--- config.mk ---
export PLATFORM = sky130hd
export DESIGN_NAME = rmap_setup_engine
export DESIGN_NICKNAME = d
export VERILOG_FILES = /design/src/rtl/rms_pkg.sv /design/src/rtl/rms_op_sched.sv /design/src/rtl/rms_master_table.sv /design/src/rtl/rms_thread_tables.sv /design/src/rtl/rmap_setup_engine.sv
export SDC_FILE = /design/constraint.sdc
export NUM_CORES = 2
export LEC_CHECK = 0
export ABC_CLOCK_PERIOD_IN_PS = 154900
export BUFFER_PORTS_ARGS = -buffer_cell sky130_fd_sc_hd__buf_2
export CORE_ASPECT_RATIO = 0.9
export CORE_MARGIN = 2
export CORE_UTILIZATION = 45
export DETAILED_ROUTE_END_ITERATION = 6
export SLEW_MARGIN = 15
export SYNTH_ARGS = -nofsm -noshare
export SYNTH_HDL_FRONTEND = slang
export SYNTH_SLANG_ARGS = --single-unit
--- constraint.sdc ---
create_clock -name clk -period 154.9 [get_ports clk]
set_input_delay 15.49 -clock clk [delete_from_list [all_inputs] [get_ports clk]]
set_output_delay 15.49 -clock clk [all_outputs]
set_load 0.01 [all_outputs]
--- src/rtl/rms_pkg.sv ---
// Shared types of the rename setup engine.
// Assumes: nothing beyond IEEE 1800-2017.
package rms_pkg;
    typedef enum logic [0:0] {
        RMS_IDLE = 1'b0,
        RMS_BUSY = 1'b1
    } rms_state_e;
endpackage

--- src/rtl/rms_op_sched.sv ---
// Picks this cycle's copy and commit operations.
// The candidates are visited in strict order: register 0 copy, register 0
// commit, register 1 copy, and so on. Each step takes one spare port.
// Commits also need a free-list entry, and only one commit fits per cycle.
// The first step that cannot go ends the scan.
// Assumes: cm_pend is a subset of registers whose copy is pending or done.
module rms_op_sched #(
    parameter int NUM_ARCH = 16,
    parameter int CNT_W    = 4
) (
    input  logic [NUM_ARCH-1:0] cp_pend,
    input  logic [NUM_ARCH-1:0] cm_pend,
    input  logic [CNT_W-1:0]    avail,
    input  logic                fl_valid,
    output logic [NUM_ARCH-1:0] cp_go,
    output logic [NUM_ARCH-1:0] cm_go
);
    // Ordered scan of the pending operations against the port budget.
    always_comb begin : scan_p
        int   budget;
        logic blocked;
        logic alloc_used;
        budget     = int'(avail);
        blocked    = 1'b0;
        alloc_used = 1'b0;
        cp_go      = '0;
        cm_go      = '0;
        for (int i = 0; i < NUM_ARCH; i++) begin
            if (!blocked && cp_pend[i]) begin
                if (budget > 0) begin
                    cp_go[i] = 1'b1;
                    budget   = budget - 1;
                end else begin
                    blocked = 1'b1;
                end
            end
            if (!blocked && cm_pend[i]) begin
                if (budget > 0 && fl_valid && !alloc_used) begin
                    cm_go[i]   = 1'b1;
                    budget     = budget - 1;
                    alloc_used = 1'b1;
                end else begin
                    blocked = 1'b1;
                end
            end
        end
    end
endmodule

--- src/rtl/rms_master_table.sv ---
// Master rename table: one mapping and one busy flag per architectural
// register. The setup commit writes a new mapping and sets busy. A wake-up
// clears busy on every entry holding the woken register.
// Assumes: NUM_PHYS >= NUM_ARCH, so the identity map exists at reset.
module rms_master_table #(
    parameter int NUM_ARCH = 16,
    parameter int PREG_W   = 6,
    parameter int AREG_W   = 4
) (
    input  logic                            clk,
    input  logic                            rst_n,
    input  logic                            commit_we,
    input  logic [AREG_W-1:0]               commit_areg,
    input  logic [PREG_W-1:0]               commit_preg,
    input  logic                            wake_valid,
    input  logic [PREG_W-1:0]               wake_preg,
    input  logic [AREG_W-1:0]               rd_areg,
    output logic [PREG_W-1:0]               rd_preg,
    output logic                            rd_busy,
    output logic [NUM_ARCH-1:0][PREG_W-1:0] map_all
);
    logic [NUM_ARCH-1:0][PREG_W-1:0] map_q;
    logic [NUM_ARCH-1:0]             busy_q;

    // Mapping storage: identity at reset, commit overwrites one entry.
    always_ff @(posedge clk) begin
        if (!rst_n) begin
            for (int i = 0; i < NUM_ARCH; i++) begin
                map_q[i] <= PREG_W'(i);
            end
        end else if (commit_we) begin
            map_q[commit_areg] <= commit_preg;
        end
    end

    // Busy flags: a commit sets its entry, a wake-up clears matching entries.
    always_ff @(posedge clk) begin
        if (!rst_n) begin
            busy_q <= '0;
        end else begin
            for (int i = 0; i < NUM_ARCH; i++) begin
                if (commit_we && commit_areg == AREG_W'(i)) begin
                    busy_q[i] <= 1'b1;
                end else if (wake_valid && map_q[i] == wake_preg) begin
                    busy_q[i] <= 1'b0;
                end
            end
        end
    end

    // Read side: the lookup port and the full vector for local-table copies.
    always_comb begin : read_p
        rd_preg = map_q[rd_areg];
        rd_busy = busy_q[rd_areg];
        map_all = map_q;
    end

    // a commit leaves its register mapped to the popped entry and busy.
    p_busy_set_r6: assert property (@(posedge clk) disable iff (!rst_n)
        commit_we |=> (busy_q[$past(commit_areg)] &&
                       map_q[$past(commit_areg)] == $past(commit_preg)));

    // a wake-up with no commit clears busy on the entry it matches.
    p_wake_clear_r10: assert property (@(posedge clk) disable iff (!rst_n)
        (wake_valid && !commit_we && map_q[rd_areg] == wake_preg)
            |=> !busy_q[$past(rd_areg)]);
endmodule

--- src/rtl/rms_thread_tables.sv ---
// Per-thread local and pre-assign tables. The local table takes master
// snapshots for the registers copied this cycle. The pre-assign table takes
// the popped register at commit. Writes go only to the thread being set up.
// Assumes: at most one pre-assign write per cycle.
module rms_thread_tables #(
    parameter int NUM_ARCH    = 16,
    parameter int NUM_THREADS = 4,
    parameter int PREG_W      = 6,
    parameter int AREG_W      = 4,
    parameter int TID_W       = 2
) (
    input  logic                            clk,
    input  logic                            rst_n,
    input  logic [TID_W-1:0]                wr_tid,
    input  logic [NUM_ARCH-1:0]             copy_en,
    input  logic [NUM_ARCH-1:0][PREG_W-1:0] master_map,
    input  logic                            pre_we,
    input  logic [AREG_W-1:0]               pre_areg,
    input  logic [PREG_W-1:0]               pre_preg,
    input  logic [TID_W-1:0]                rd_tid,
    input  logic [AREG_W-1:0]               rd_areg,
    output logic [PREG_W-1:0]               rd_local,
    output logic [PREG_W-1:0]               rd_pre
);
    logic [NUM_THREADS-1:0][NUM_ARCH-1:0][PREG_W-1:0] local_q;
    logic [NUM_THREADS-1:0][NUM_ARCH-1:0][PREG_W-1:0] pre_q;

    for (genvar t = 0; t < NUM_THREADS; t++) begin : g_thr
        // Local snapshot storage of thread t.
        always_ff @(posedge clk) begin
            if (!rst_n) begin
                local_q[t] <= '0;
            end else if (wr_tid == TID_W'(t)) begin
                for (int i = 0; i < NUM_ARCH; i++) begin
                    if (copy_en[i]) begin
                        local_q[t][i] <= master_map[i];
                    end
                end
            end
        end

        // Pre-assign storage of thread t.
        always_ff @(posedge clk) begin
            if (!rst_n) begin
                pre_q[t] <= '0;
            end else if (pre_we && wr_tid == TID_W'(t)) begin
                pre_q[t][pre_areg] <= pre_preg;
            end
        end
    end

    // Lookup port used by the rename stage.
    always_comb begin : read_p
        rd_local = local_q[rd_tid][rd_areg];
        rd_pre   = pre_q[rd_tid][rd_areg];
    end

    // a copy and a commit of the same register in one cycle leave the
    // local entry holding the pre-commit mapping, not the popped one.
    p_copy_old_r8: assert property (@(posedge clk) disable iff (!rst_n)
        (pre_we && copy_en[pre_areg])
            |=> local_q[$past(wr_tid)][$past(pre_areg)] ==
                $past(master_map[pre_areg]));
endmodule

--- src/rtl/rmap_setup_engine.sv ---
// Thread start-up rename setup engine (top).
// It accepts one start request while idle and latches the two register sets.
// Each busy cycle it spends the rename ports left over by ordinary renaming
// on copies (master to local) and commits (free list to pre-assign and
// master, marked busy). It stops after the last operation and raises the
// thread's completion flag.
// Assumes: the free list offers at most one register per cycle.
module rmap_setup_engine #(
    parameter int NUM_ARCH     = 16,
    parameter int NUM_PHYS     = 64,
    parameter int NUM_THREADS  = 4,
    parameter int RENAME_PORTS = 8,
    localparam int AREG_W = $clog2(NUM_ARCH),
    localparam int PREG_W = $clog2(NUM_PHYS),
    localparam int TID_W  = (NUM_THREADS > 1) ? $clog2(NUM_THREADS) : 1,
    localparam int CNT_W  = $clog2(RENAME_PORTS + 1)
) (
    input  logic                   clk,
    input  logic                   rst_n,
    input  logic                   start_valid,
    input  logic [TID_W-1:0]       start_tid,
    input  logic [NUM_ARCH-1:0]    start_create,
    input  logic [NUM_ARCH-1:0]    start_use,
    input  logic [CNT_W-1:0]       ports_used,
    input  logic                   fl_valid,
    input  logic [PREG_W-1:0]      fl_preg,
    output logic                   fl_pop,
    input  logic                   wake_valid,
    input  logic [PREG_W-1:0]      wake_preg,
    input  logic [TID_W-1:0]       lk_tid,
    input  logic [AREG_W-1:0]      lk_areg,
    output logic [PREG_W-1:0]      lk_local_preg,
    output logic [PREG_W-1:0]      lk_pre_preg,
    output logic [PREG_W-1:0]      lk_master_preg,
    output logic                   lk_master_busy,
    output logic                   engine_busy,
    output logic [NUM_THREADS-1:0] setup_done
);
    import rms_pkg::*;

    rms_state_e                      state_q;
    logic [TID_W-1:0]                cur_tid_q;
    logic [NUM_ARCH-1:0]             create_q;
    logic [NUM_ARCH-1:0]             use_q;
    logic [NUM_ARCH-1:0]             cp_done_q;
    logic [NUM_ARCH-1:0]             cm_done_q;
    logic [NUM_THREADS-1:0]          done_q;
    logic [NUM_ARCH-1:0]             cp_pend;
    logic [NUM_ARCH-1:0]             cm_pend;
    logic [NUM_ARCH-1:0]             cp_go;
    logic [NUM_ARCH-1:0]             cm_go;
    logic [CNT_W-1:0]                avail;
    logic [AREG_W-1:0]               commit_areg;
    logic                            busy;
    logic                            accept;
    logic                            finish;
    logic [NUM_ARCH-1:0][PREG_W-1:0] master_map;

    // Spare-port count and the outstanding work of the current setup.
    always_comb begin : pend_p
        busy    = (state_q == RMS_BUSY);
        accept  = (state_q == RMS_IDLE) && start_valid;
        avail   = (ports_used >= CNT_W'(RENAME_PORTS)) ? '0
                : CNT_W'(RENAME_PORTS) - ports_used;
        cp_pend = busy ? ((create_q | use_q) & ~cp_done_q) : '0;
        cm_pend = busy ? (create_q & ~cm_done_q) : '0;
        finish  = busy && ((cp_pend & ~cp_go) == '0) && ((cm_pend & ~cm_go) == '0);
    end

    rms_op_sched #(
        .NUM_ARCH (NUM_ARCH),
        .CNT_W    (CNT_W)
    ) u_sched (
        .cp_pend  (cp_pend),
        .cm_pend  (cm_pend),
        .avail    (avail),
        .fl_valid (fl_valid),
        .cp_go    (cp_go),
        .cm_go    (cm_go)
    );

    // Register number of this cycle's commit (at most one bit is set).
    always_comb begin : enc_p
        commit_areg = '0;
        for (int i = 0; i < NUM_ARCH; i++) begin
            if (cm_go[i]) begin
                commit_areg = AREG_W'(i);
            end
        end
        fl_pop = |cm_go;
    end

    // Sequencer: accept, track per-register progress, finish.
    always_ff @(posedge clk) begin
        if (!rst_n) begin
            state_q   <= RMS_IDLE;
            cur_tid_q <= '0;
            create_q  <= '0;
            use_q     <= '0;
            cp_done_q <= '0;
            cm_done_q <= '0;
        end else if (accept) begin
            state_q   <= RMS_BUSY;
            cur_tid_q <= start_tid;
            create_q  <= start_create;
            use_q     <= start_use;
            cp_done_q <= '0;
            cm_done_q <= '0;
        end else if (busy) begin
            cp_done_q <= cp_done_q | cp_go;
            cm_done_q <= cm_done_q | cm_go;
            if (finish) begin
                state_q <= RMS_IDLE;
            end
        end
    end

    // Completion flags: cleared on acceptance, set on the finishing edge.
    always_ff @(posedge clk) begin
        if (!rst_n) begin
            done_q <= '0;
        end else if (accept) begin
            done_q[start_tid] <= 1'b0;
        end else if (finish) begin
            done_q[cur_tid_q] <= 1'b1;
        end
    end

    rms_master_table #(
        .NUM_ARCH (NUM_ARCH),
        .PREG_W   (PREG_W),
        .AREG_W   (AREG_W)
    ) u_master (
        .clk         (clk),
        .rst_n       (rst_n),
        .commit_we   (fl_pop),
        .commit_areg (commit_areg),
        .commit_preg (fl_preg),
        .wake_valid  (wake_valid),
        .wake_preg   (wake_preg),
        .rd_areg     (lk_areg),
        .rd_preg     (lk_master_preg),
        .rd_busy     (lk_master_busy),
        .map_all     (master_map)
    );

    rms_thread_tables #(
        .NUM_ARCH    (NUM_ARCH),
        .NUM_THREADS (NUM_THREADS),
        .PREG_W      (PREG_W),
        .AREG_W      (AREG_W),
        .TID_W       (TID_W)
    ) u_thr (
        .clk        (clk),
        .rst_n      (rst_n),
        .wr_tid     (cur_tid_q),
        .copy_en    (cp_go),
        .master_map (master_map),
        .pre_we     (fl_pop),
        .pre_areg   (commit_areg),
        .pre_preg   (fl_preg),
        .rd_tid     (lk_tid),
        .rd_areg    (lk_areg),
        .rd_local   (lk_local_preg),
        .rd_pre     (lk_pre_preg)
    );

    // Output drive.
    always_comb begin : out_p
        engine_busy = busy;
        setup_done  = done_q;
    end

    // no work at all when ordinary renaming occupies every port.
    p_no_spare_r3: assert property (@(posedge clk) disable iff (!rst_n)
        (ports_used >= CNT_W'(RENAME_PORTS)) |-> (cp_go == '0 && cm_go == '0));

    // work never exceeds the spare ports.
    p_budget_r3: assert property (@(posedge clk) disable iff (!rst_n)
        ($countones(cp_go) + $countones(cm_go)) <= int'(avail));

    // at most one allocation per cycle.
    p_one_alloc_r6: assert property (@(posedge clk) disable iff (!rst_n)
        $onehot0(cm_go));

    // nothing is popped from an empty free list.
    p_pop_valid_r7: assert property (@(posedge clk) disable iff (!rst_n)
        fl_pop |-> fl_valid);

    // the finishing edge returns to idle and flags the thread.
    p_done_idle_r9: assert property (@(posedge clk) disable iff (!rst_n)
        finish |=> (!engine_busy && setup_done[$past(cur_tid_q)]));

    // a commit never precedes the copy of the same register.
    for (genvar i = 0; i < NUM_ARCH; i++) begin : g_ord
        p_order_r4: assert property (@(posedge clk) disable iff (!rst_n)
            cm_go[i] |-> (cp_done_q[i] || cp_go[i]));
    end

    // a start raised mid-setup leaves another thread's flag alone.
    for (genvar t = 0; t < NUM_THREADS; t++) begin : g_ign
        p_ignore_start_r2: assert property (@(posedge clk) disable iff (!rst_n)
            (busy && start_valid && start_tid == TID_W'(t) && cur_tid_q != TID_W'(t))
                |=> $stable(done_q[t]));
    end
endmodule

==> metrics.txt <==
# TYPE chip_impl_metric gauge
chip_impl_metric{name="timing_worst_slew_pin_value",unit="ns"} 1.39
chip_impl_metric{name="num_vias",unit=""} 64800
chip_impl_metric{name="synth.ff_latch_count",unit=""} 951
chip_impl_metric{name="post-cts-setup-buffer-count",unit=""} 0
chip_impl_info{name="critical_r2r_launch",value="create_q[0]"} 1
chip_impl_metric{name="place_congestion",unit=""} 0.981
chip_impl_info{name="hold_path.startpoint",value="u_thr.pre_q[3]"} 1
chip_impl_metric{name="grt_max_degree",unit=""} 190
chip_impl_metric{name="drv_cap",unit=""} 0
chip_impl_metric{name="die-height",unit="µm"} 367
chip_impl_metric{name="yosysUniqueCellTypes",unit=""} 182
chip_impl_metric{name="ant_nets",unit=""} 0
chip_impl_metric{name="utilization",unit=""} 0.484
chip_impl_metric{name="slack_of_the_critical_path",unit="ns"} 55.54
chip_impl_metric{name="crit_fanout",unit=""} 47
chip_impl_metric{name="synthesis.instances",unit=""} 7941
chip_impl_metric{name="timing.final.max_slew_violations",unit=""} 0
chip_impl_metric{name="dr.first_iter.drc_count",unit=""} 8720
chip_impl_info{name="cts_root_buffer",value="clkbuf_16"} 1
chip_impl_metric{name="htree_levels",unit=""} 3
chip_impl_info{name="grt_setup_unrepaired",value="false"} 1
chip_impl_metric{name="hold_ws",unit="ns"} 0.446
chip_impl_metric{name="initial_core_util",unit=""} 0.453
chip_impl_metric{name="port-buffer-count",unit=""} 85
chip_impl_info{name="critPathCaptureType",value="primary output"} 1
chip_impl_metric{name="design.final.nets",unit=""} 7811
chip_impl_metric{name="maximum_resistive_drop_on_vdd",unit="mV"} 0.00959
chip_impl_metric{name="cts.hold.buffers_added",unit=""} 0
chip_impl_metric{name="floorplan.die.width",unit="µm"} 408
chip_impl_metric{name="fmax",unit="GHz"} 0.0101
chip_impl_info{name="status",value="finished clean"} 1
chip_impl_metric{name="grt.total_usage",unit=""} 0.338
chip_impl_metric{name="proportion_of_layout_cells_with_a_drive_suffix_above_1",unit=""} 0.135
chip_impl_metric{name="clk_transition_reported_paths",unit="ns"} 0.06
chip_impl_metric{name="rrSetupSlack",unit="ns"} 85.09
chip_impl_metric{name="finalSetupTns",unit="ns"} 0
chip_impl_metric{name="finalHoldViolations",unit=""} 0
chip_impl_metric{name="slowest_delay",unit="ns"} 0.77
chip_impl_metric{name="layout_min_cycle_time",unit="ns"} 99.36
chip_impl_info{name="cp_slowest_cell",value="nor3_1"} 1
chip_impl_metric{name="total_power",unit="mW"} 1.18
chip_impl_metric{name="initial_antenna_violation_count",unit=""} 13
chip_impl_metric{name="worstPathArrival",unit="ns"} 83.87
chip_impl_metric{name="grt_first_pass_wirelength",unit="mm"} 393
chip_impl_metric{name="core-area",unit="mm²"} 0.146
chip_impl_metric{name="p_leak",unit="nW"} 24.8
chip_impl_metric{name="fin_crit_sh",unit=""} 0.641
chip_impl_metric{name="synth-edff-count",unit=""} 0
chip_impl_metric{name="netlist_area",unit="mm²"} 0.0660
chip_impl_info{name="hold_path_class",value="flip-flop to flip-flop"} 1
chip_impl_info{name="cts_tree",value="yes"} 1
chip_impl_metric{name="finalClockSkew",unit="ns"} 0.0652
chip_impl_metric{name="synthesis.area_per_instance",unit="µm²"} 8.31
chip_impl_metric{name="post_cts_resized",unit=""} 0
chip_impl_metric{name="clockBufferDepth",unit=""} 3
chip_impl_metric{name="worstSkewPairLatency",unit="ns"} 0.76
chip_impl_metric{name="grt_pass1_vias",unit=""} 59500
chip_impl_metric{name="routed_wire_length_per_instance",unit="µm"} 27.0
chip_impl_info{name="crit_start",value="ports_used[0]"} 1
chip_impl_info{name="setup.worst_path.class",value="input pin to primary output"} 1
chip_impl_metric{name="dp_hpwl",unit="mm"} 192
chip_impl_metric{name="powerDensity",unit="mW/mm²"} 16.7
chip_impl_metric{name="pin_count",unit=""} 86
chip_impl_metric{name="postSynth.asyncResetShare",unit=""} 0
chip_impl_metric{name="num_rows",unit=""} 133
chip_impl_metric{name="drt_pass1_iterations",unit=""} 7
chip_impl_metric{name="viasPerCell",unit=""} 6.64
chip_impl_metric{name="worst_slew_margin_rel",unit=""} 0.0732
chip_impl_metric{name="fp.dieArea",unit="mm²"} 0.150
chip_impl_info{name="synthFlopType",value="dfxtp_1"} 1
chip_impl_metric{name="synth_seq_area_share",unit=""} 0.289
chip_impl_metric{name="clock_sink_count",unit=""} 951
chip_impl_info{name="worst_setup_path_start_kind",value="input pin"} 1
chip_impl_metric{name="synth_to_layout_area_growth",unit="%"} 6.86
chip_impl_metric{name="wl",unit="mm"} 264
chip_impl_metric{name="setup_viol",unit=""} 0
chip_impl_metric{name="yosys_warnings",unit=""} 0
chip_impl_metric{name="crit_required",unit="ns"} 139.41
chip_impl_info{name="cpMostUsedCell",value="ha_1"} 1
chip_impl_metric{name="post-route-drc-count",unit=""} 0
chip_impl_metric{name="overflow",unit=""} 0
chip_impl_metric{name="cts_buffers",unit=""} 102
chip_impl_metric{name="pre_cts_slack",unit="ns"} 57.14
[flip-flops by register name, indices dropped and copies added (netlist names)]
register / flops
cm_done_q: 16
cp_done_q: 16
create_q: 16
cur_tid_q: 2
engine_busy: 1
setup_done: 4
u_master.busy_q: 16
u_master.map_all: 96
u_thr.local_q: 384
u_thr.pre_q: 384
use_q: 16
[kinds of logic after synthesis]
family | synth area share
simple gates | 0.258
compound gates | 0.200
xor+xnor | 0.0475
flops | 0.289
mux | 0.145
fa+ha+maj | 0.00797
other cells | 0.0000568
buf+inv | 0.0531
[layout make-up]
cell class                 instances  area, µm²
clock buffer                     160       3020
multi-input combinational       6328      43700
antenna                            6       15.0
timing repair buffer             207       1400
inverter                         118        450
clock inverter                    26        444
tap                             1957       2450
sequential                       951      19000
fill                           14200      75300
[layout by cell type, fill, tap and decap left out, drive strengths merged, types with 76 or more instances in the layout]
cell / Yosys / final
nand2: 1057 / 1057
dfxtp: 951 / 951
nor2: 828 / 828
a21oi: 763 / 763
nand3: 492 / 492
o21ai: 332 / 332
mux4: 287 / 287
mux2i: 267 / 267
xnor2: 224 / 224
nor3: 215 / 215
buf: 262 / 207
clkbuf: 265 / 160
xor2: 117 / 117
inv: 116 / 117
nand4: 115 / 115
nor4: 105 / 105
o211ai: 86 / 86
a211oi: 81 / 81
and2: 81 / 81
or3: 76 / 76
[through the flow]
stage / instances / area [µm²]
2_1_floorplan: 7947 / 66000
3_3_place_gp: 9561 / 67000
3_5_place_dp: 9561 / 67000
4_1_cts: 9747 / 70500
5_1_grt: 9747 / 70500
6_report: 9753 / 70500
[where the power goes]
group	leakage, nW	switching (mW)	internal [mW]
registers	7.67	0.00358	0.248
clock network	1.67	0.108	0.145
logic	15.5	0.461	0.214
[critical path: cells and delay by family]
family,cells,cell delay [ns]
fa+ha+maj,30,9.30
simple gates,100,25.95
xor+xnor,16,4.97
mux,1,0.38
compound gates,58,18.93
buf+inv,39,8.65
[final timing paths]
path,to,depth (start not counted)
max,fl_pop,244
min,u_thr.pre_q[3],2
max reg2reg,u_thr.pre_q[192],243
min reg2reg,u_thr.pre_q[3],2
[synthesized netlist by cell type (70+ instances only)]
cell / n / area [µm²]
nand2_1: 1053 / 3950
dfxtp_1: 951 / 19000
nor2_1: 825 / 3100
a21oi_1: 744 / 3720
nand3_1: 488 / 2440
mux4_2: 287 / 6460
mux2i_1: 266 / 2660
clkbuf_1: 253 / 950
xnor2_1: 223 / 1950
nor3_1: 199 / 996
o21ai_0: 166 / 831
o21ai_1: 131 / 656
xor2_1: 117 / 1020
inv_1: 115 / 432
nand4_1: 111 / 694
nor4_1: 89 / 557
buf_1: 70 / 263
or3_1: 70 / 438
[per-layer routing]
layer | vias to the layer above | wire length (µm) | share of wire | global-route usage
met3 | 561 | 26600 | 0.10 | 0.0676
li1 | 29000 | - | - | -
met1 | 31800 | 110000 | 0.42 | 0.471
met5 | - | 56 | 0.00021 | 0
met4 | 8 | 13600 | 0.052 | 0.155
met2 | 3487 | 113000 | 0.43 | 0.503
(Power assumes the default switching activity.)
